**config.mk**
```make
export PLATFORM = sky130hd
export DESIGN_NAME = nmi_edge_ctrl
export DESIGN_NICKNAME = d
export VERILOG_FILES = /design/src/rtl/nmi_edge_ctrl.sv
export SDC_FILE = /design/constraint.sdc
export NUM_CORES = 1
export LEC_CHECK = 0
export ABC_AREA = 1
export BUFFER_PORTS_ARGS = -buffer_cell sky130_fd_sc_hd__clkbuf_2
export CAP_MARGIN = 20
export CORE_AREA = 2 2 39 41
export CTS_CLUSTER_SIZE = 20
export DETAILED_ROUTE_END_ITERATION = 12
export DIE_AREA = 0 0 41 43
export PLACE_DENSITY = 0.52
export SYNTH_ARGS = -nofsm -noshare
export SYNTH_HDL_FRONTEND = slang
export SYNTH_SLANG_ARGS = --single-unit
```
**constraint.sdc**
```tcl
create_clock -name clk -period 1.2 [get_ports clk]
set_clock_uncertainty 0.05 [all_clocks]
set_input_delay 0.3 -clock clk [delete_from_list [all_inputs] [get_ports clk]]
set_output_delay 0.3 -clock clk [all_outputs]
set_load 0.02 [all_outputs]
```
**src/rtl/nmi_edge_ctrl.sv**
```systemverilog
module nmi_edge_ctrl #(
  parameter int VEC_W  = 8,
  parameter int VECTOR = 2
) (
  input  logic             clk,
  input  logic             rst_n,
  input  logic             pin_in,
  input  logic             route_lint,
  input  logic             core_accept,
  input  logic             eoi,
  output logic             nmi_req,
  output logic [VEC_W-1:0] nmi_vector,
  output logic             in_service,
  output logic             lint_pulse
);

  logic meta_q, sync_q, prev_q;
  logic req_q, svc_q, held_q;
  logic rise, nmi_edge, take, done;

  always_ff @(posedge clk or negedge rst_n) begin
    if (!rst_n) begin
      meta_q <= 1'b0;
      sync_q <= 1'b0;
      prev_q <= 1'b0;
    end else begin
      meta_q <= pin_in;
      sync_q <= meta_q;
      prev_q <= sync_q;
    end
  end

  assign rise       = sync_q & ~prev_q;
  assign nmi_edge   = rise & ~route_lint;
  assign lint_pulse = rise & route_lint;
  assign take       = req_q & core_accept;
  assign done       = svc_q & eoi;

  always_ff @(posedge clk or negedge rst_n) begin
    if (!rst_n) begin
      req_q  <= 1'b0;
      svc_q  <= 1'b0;
      held_q <= 1'b0;
    end else if (take) begin
      req_q  <= 1'b0;
      svc_q  <= 1'b1;
      held_q <= nmi_edge;
    end else if (done) begin
      req_q  <= held_q | nmi_edge;
      svc_q  <= 1'b0;
      held_q <= 1'b0;
    end else if (svc_q) begin
      held_q <= held_q | nmi_edge;
    end else if (nmi_edge) begin
      req_q  <= 1'b1;
    end
  end

  assign nmi_req    = req_q;
  assign in_service = svc_q;
  assign nmi_vector = req_q ? VEC_W'(VECTOR) : '0;

endmodule

```
==> impl_metrics.env, run 1 <==
export IMPL_drv_slew=0
export IMPL_rsz0062_at_grt="yes"
export IMPL_fin_crit_sh_pct=108
export IMPL_die_area_sq_um=1760
export IMPL_stdcell_count=66
export IMPL_track_usage_pct=6.48
export IMPL_synth_top_family_by_area="buffers and inverters"
export IMPL_initialDrtViolationCount=0
export IMPL_cp_start_kind="flip-flop"
export IMPL_cts_made_buffers=3
export IMPL_power_density_nw_per_um2=1830
export IMPL_antenna_found_initial=0
export IMPL_synth_adder_area_share_pct=0
export IMPL_die_h_um=43
export IMPL_io_buffers=9
export IMPL_status="complete, but fails checks"
export IMPL_leakage_nw=0.234
export IMPL_period_needed_ns=1.29
export IMPL_synthSimpleGateAreaFrac_pct=18.3
export IMPL_hold_violations=0
export IMPL_syn_avg_cell_area_sq_um=8.30
export IMPL_nets=58
export IMPL_start_util_pct=22.8
export IMPL_root_buffer="clkbuf_4"
export IMPL_routed_via_count=236
export IMPL_max_freq_ghz=0.775
export IMPL_synth_xor_area_share_pct=0
export IMPL_stdcell_area_sq_um=390
export IMPL_detail_route_wl_per_cell_um=6.61
export IMPL_grt_pass1_vias=197
export IMPL_crit_fanout=2
export IMPL_dp_cells=61
export IMPL_via_per_inst=3.58
export IMPL_gp_congestion=0.758
export IMPL_clk_pin_slew_ns=0.04
export IMPL_ys_warn_count=0
export IMPL_cp_required_ns=0.85
export IMPL_grt_pass1_wl_um=710
export IMPL_antenna_cells=0
export IMPL_hp_class="input port to flip-flop"
export IMPL_die_width_um=41
export IMPL_setup_viol=1
export IMPL_cp_arrival_ns=0.94
export IMPL_grt_max_degree=7
export IMPL_postPlaceCellArea_sq_um=348
export IMPL_core_sq_um=1380
export IMPL_synth_mux_area_share_pct=0
export IMPL_setup_worst_path_class="flip-flop to output pin"
export IMPL_synthesis_area_sq_um=315
export IMPL_cts_sinks=6
export IMPL_seq_area_frac_synth_pct=47.6
export IMPL_critPathCaptureType="output pin"
export IMPL_area_growth_syn_to_layout_pct=23.8
export IMPL_routed_wl_um=436
export IMPL_clk_latency_ns=0.23
export IMPL_cts_tree="yes"
export IMPL_ys_seq_elements=6
export IMPL_hpwl_um=386
export IMPL_layout_common_cells="clkbuf_2 (8), inv_1 (7), conb_1 (7)"
export IMPL_setup_ws_ns=-0.0904
export IMPL_synth_compound_area_share_pct=4.37
export IMPL_drive_gt1_share_pct=34.0
export IMPL_grt_overflow=0
export IMPL_ys_types=11
export IMPL_ios=17
export IMPL_detail_route_antenna_nets=0
export IMPL_fp_row_count=14
export IMPL_violations="negative setup slack"
export IMPL_peakVddDrop_uv=650
export IMPL_pre_cts_slack_ns=0.0706
export IMPL_syn_inst=38
export IMPL_htree_levels=1
export IMPL_max_cap_viol_count=0
export IMPL_layout_commonest_cell="clkbuf_2"
export IMPL_drc_errors=0
export IMPL_drt_pass1_iter_count=1
export IMPL_clockBufferDepth=2
worst max-delay path, cell delays in order (launching register included):
cell	delay, ns
dfrtp_1	0.38
nor3_2	0.17
buf_4	0.16
layer usage:
layer,GRT usage (%),vias to the layer above,share of wire [%]
li1,-,121,-
met1,6.95,105,39
met2,8.75,10,54
met3,1.57,0,6.7
met4,8.00,0,0
met5,0,-,0
power by group:
part	switching (W)	total (W)	internal [W]	leakage [nW]
clock network	0.0000612	0.000174	0.000112	0.0138
registers	0.0000314	0.000279	0.000248	0.0727
logic	0.000177	0.000263	0.0000862	0.148
total	0.000269	0.000716	0.000446	0.234
state kept, by name (all words and copies together) (netlist names):
name	cells
nmi_req	1
sync_q	1
in_service	1
meta_q	1
prev_q	1
held_q	1
per-stage QoR:
step / utilization (%) / hold WS (ns) / total power (W) / TNS, ns
final: 28.2 / 0.121 / 0.000716 / -0.0904
after floorplan: - / -0.0456 / 0.000503 / 0
after detailed placement: 25.1 / 0.0803 / 0.000542 / 0
after global placement: 25.1 / 0.0827 / 0.000542 / 0
after global routing: 28.2 / 0.0993 / 0.000783 / -0.138
after CTS: 28.2 / 0.112 / 0.000730 / -0.131
synthesized netlist by cell type (all sizes together):
cell type | instances | share of area, %
a21oi | 1 | 1.6
buf | 8 | 19
conb | 1 | 1.2
dfrtp | 6 | 48
inv | 8 | 9.5
nand2 | 6 | 7.1
nand3 | 4 | 6.3
nor2 | 2 | 3.2
nor3 | 1 | 1.6
o21ai | 1 | 2.8
cell type report:
class | instances | area, sq um
fill | 154 | 993
sequential | 6 | 150
inverter | 8 | 30.0
timing repair buffer | 11 | 65.1
multi-input combinational | 22 | 103
tap | 16 | 20.0
clock buffer | 3 | 22.5
final timing paths:
check                                 startpoint                   to  slack, ns  cells past startpoint
worst max register to register  prev_q$_DFF_PN0_  nmi_req$_DFFE_PN0P_       0.20                      6
worst min register to register  meta_q$_DFF_PN0_     sync_q$_DFF_PN0_       0.30                      0
worst max-delay path            prev_q$_DFF_PN0_           lint_pulse      -0.09                      2
min in group asynchronous                  rst_n  nmi_req$_DFFE_PN0P_       0.37                      2
max in group asynchronous                  rst_n     prev_q$_DFF_PN0_       0.58                      2
worst min-delay path                      pin_in     meta_q$_DFF_PN0_       0.12                      1
logic make-up (layout without fill, tap and decap cells):
| kind of cell | Yosys count | in the layout |
|---|---|---|
| DFF | 6 | 6 |
| and+or+nand+nor | 13 | 13 |
| buffers and inverters | 16 | 22 |
| other | 1 | 7 |
| AOI/OAI and AO/OA | 2 | 2 |
timing repair:
item / CTS / global route
gates resized for setup: 1 / 2
endpoints found under the hold margin: 6 / 0
hold buffers: 1 / 0
gates cloned: 0 / 0
endpoints found under the setup margin: 1 / 1
buffers inserted: 1 / 0
(Power assumes the default switching activity.)
==> run 2: changes to the inputs <==
--- a/config.mk
+++ b/config.mk
@@ -9,10 +9,12 @@
 export BUFFER_PORTS_ARGS = -buffer_cell sky130_fd_sc_hd__clkbuf_2
 export CAP_MARGIN = 20
 export CORE_AREA = 2 2 39 41
+export CTS_CLUSTER_DIAMETER = 50
 export CTS_CLUSTER_SIZE = 20
 export DETAILED_ROUTE_END_ITERATION = 12
 export DIE_AREA = 0 0 41 43
 export PLACE_DENSITY = 0.52
+export SETUP_SLACK_MARGIN = 0.02
 export SYNTH_ARGS = -nofsm -noshare
 export SYNTH_HDL_FRONTEND = slang
 export SYNTH_SLANG_ARGS = --single-unit
==> run 2 against run 1 <==
- the flow still finishes with violations (negative setup slack)
- via count rose by 0.42%
- sequential power is essentially flat
- clock-buffer cell count stayed put
- flip-flop and latch count stayed put
- sequential share of layout area fell by 0.61 points
- maximum frequency hardly changed
- critical path type unchanged
- highest routed layer unchanged
==> impl_metrics.env, run 2 (synthesized netlist as in run 1, its figures left out) <==
export IMPL_critPathCaptureType="output pin"
export IMPL_peakVddDrop_uv=685
export IMPL_cp_required_ns=0.85
export IMPL_grt_pass1_vias=197
export IMPL_htree_levels=1
export IMPL_hpwl_um=386
export IMPL_setup_ws_ns=-0.0904
export IMPL_drt_pass1_iter_count=1
export IMPL_grt_pass1_wl_um=710
export IMPL_grt_busiest_layer="met2"
export IMPL_via_per_inst=3.59
export IMPL_multiInputGateArea_sq_um=103
export IMPL_gp_congestion=0.758
export IMPL_start_util_pct=22.8
export IMPL_setup_worst_path_class="flip-flop to output pin"
export IMPL_cts_tree="yes"
export IMPL_drive_gt1_share_pct=34.0
export IMPL_rsz0062_at_grt="yes"
export IMPL_clk_latency_ns=0.23
export IMPL_crit_fanout=2
export IMPL_drv_slew=0
export IMPL_hold_violations=0
export IMPL_hp_class="input port to flip-flop"
export IMPL_layout_common_cells="inv_1 (7), conb_1 (7), nand2_1 (6), dfrtp_1 (6), clkbuf_2 (6)"
export IMPL_initialDrtViolationCount=0
export IMPL_period_needed_ns=1.29
export IMPL_core_sq_um=1380
export IMPL_cts_made_buffers=3
export IMPL_p_total_w=0.000736
export IMPL_ff_latch_area_sq_um=150
export IMPL_violations="negative setup slack"
export IMPL_clk_pin_slew_ns=0.04
export IMPL_die_area_sq_um=1760
export IMPL_die_h_um=43
export IMPL_routed_wl_um=458
export IMPL_fin_crit_sh_pct=108
export IMPL_use_met1_pct=6.95
export IMPL_nets=58
export IMPL_die_width_um=41
export IMPL_area_growth_syn_to_layout_pct=25.8
export IMPL_track_usage_pct=6.48
export IMPL_ios=17
export IMPL_antenna_cells=0
export IMPL_drc_errors=0
export IMPL_cts_sinks=6
export IMPL_met2_usage_pct=8.75
export IMPL_max_cap_viol_count=0
export IMPL_detail_route_antenna_nets=0
export IMPL_detail_route_wl_per_cell_um=6.94
export IMPL_met3_usage_pct=1.57
export IMPL_pre_cts_slack_ns=0.0706
export IMPL_grt_max_degree=7
export IMPL_cp_start_kind="flip-flop"
export IMPL_fp_row_count=14
export IMPL_cp_arrival_ns=0.94
export IMPL_leakage_nw=0.236
export IMPL_status="complete, but fails checks"
export IMPL_grt_overflow=0
export IMPL_fillers=154
export IMPL_power_density_nw_per_um2=1850
export IMPL_root_buffer="clkbuf_4"
export IMPL_clockBufferDepth=2
export IMPL_io_buffers=9
export IMPL_setup_viol=1
export IMPL_routed_via_count=237
export IMPL_max_freq_ghz=0.775
export IMPL_antenna_found_initial=0
==> run 2: cell types whose count changed in the layout (fill, tap and decap cells not counted), sizes merged <==
| cell | delta |
|---|---|
| buf | +2 |
| clkbuf | -2 |
==> run 2: worst max-delay path, stage by stage, from the launching register on <==
cell	delay, ns
dfrtp_1	0.38
nor3_2	0.17
buf_4	0.16
==> run 2: final timing paths <==
| kind | startpoint | to | slack (ns) | cells past startpoint |
|---|---|---|---|---|
| setup / recovery | prev_q$_DFF_PN0_ | lint_pulse | -0.09 | 2 |
| hold / removal | pin_in | meta_q$_DFF_PN0_ | 0.12 | 1 |
| setup reg to reg | prev_q$_DFF_PN0_ | nmi_req$_DFFE_PN0P_ | 0.20 | 6 |
| hold reg to reg | meta_q$_DFF_PN0_ | sync_q$_DFF_PN0_ | 0.30 | 0 |
| max in group asynchronous | rst_n | prev_q$_DFF_PN0_ | 0.58 | 2 |
| min in group asynchronous | rst_n | nmi_req$_DFFE_PN0P_ | 0.37 | 2 |
==> run 2: final cells by class <==
type | instances | area share (%)
Multi-Input combinational cell | 22 | 25.9
Timing Repair Buffer | 11 | 18.0
Inverter | 8 | 7.57
Tap cell | 16 | 5.05
Clock buffer | 3 | 5.68
Sequential cell | 6 | 37.9
==> run 2: repair_timing <==
action / in CTS / in global routing
pin swaps: 0 / 0
cloned: 0 / 0
hold buffers: 1 / 0
resized for setup: 1 / 6
setup endpoints to repair: 1 / 3
buffers inserted: 1 / 0
hold endpoints to repair: 6 / 0
==> run 2: where the power goes <==
group | leakage [nW] | internal (W) | switching (W) | total [W]
Combinational | 0.150 | 0.000102 | 0.000178 | 0.000280
Clock | 0.0138 | 0.000112 | 0.0000612 | 0.000174
Sequential | 0.0727 | 0.000248 | 0.0000344 | 0.000282
Total | 0.236 | 0.000462 | 0.000274 | 0.000736
==> run 2: metrics by stage <==
stage	instances	util, %	hold slack (ns)	setup TNS (ns)	area (sq um)
2_1_floorplan	44	-	-0.0456	0	343
3_3_place_gp	61	25.1	0.0827	0	348
3_5_place_dp	61	25.1	0.0803	0	348
4_1_cts	66	28.2	0.112	-0.131	390
5_1_grt	66	28.7	0.0993	-0.138	397
6_report	66	28.7	0.121	-0.0904	397
==> run 2: routing by layer <==
metal | routed length [um] | vias to the layer above
met5 | 0 | -
met4 | 0 | 0
met3 | 30 | 0
met2 | 257 | 10
met1 | 170 | 106
li1 | - | 121
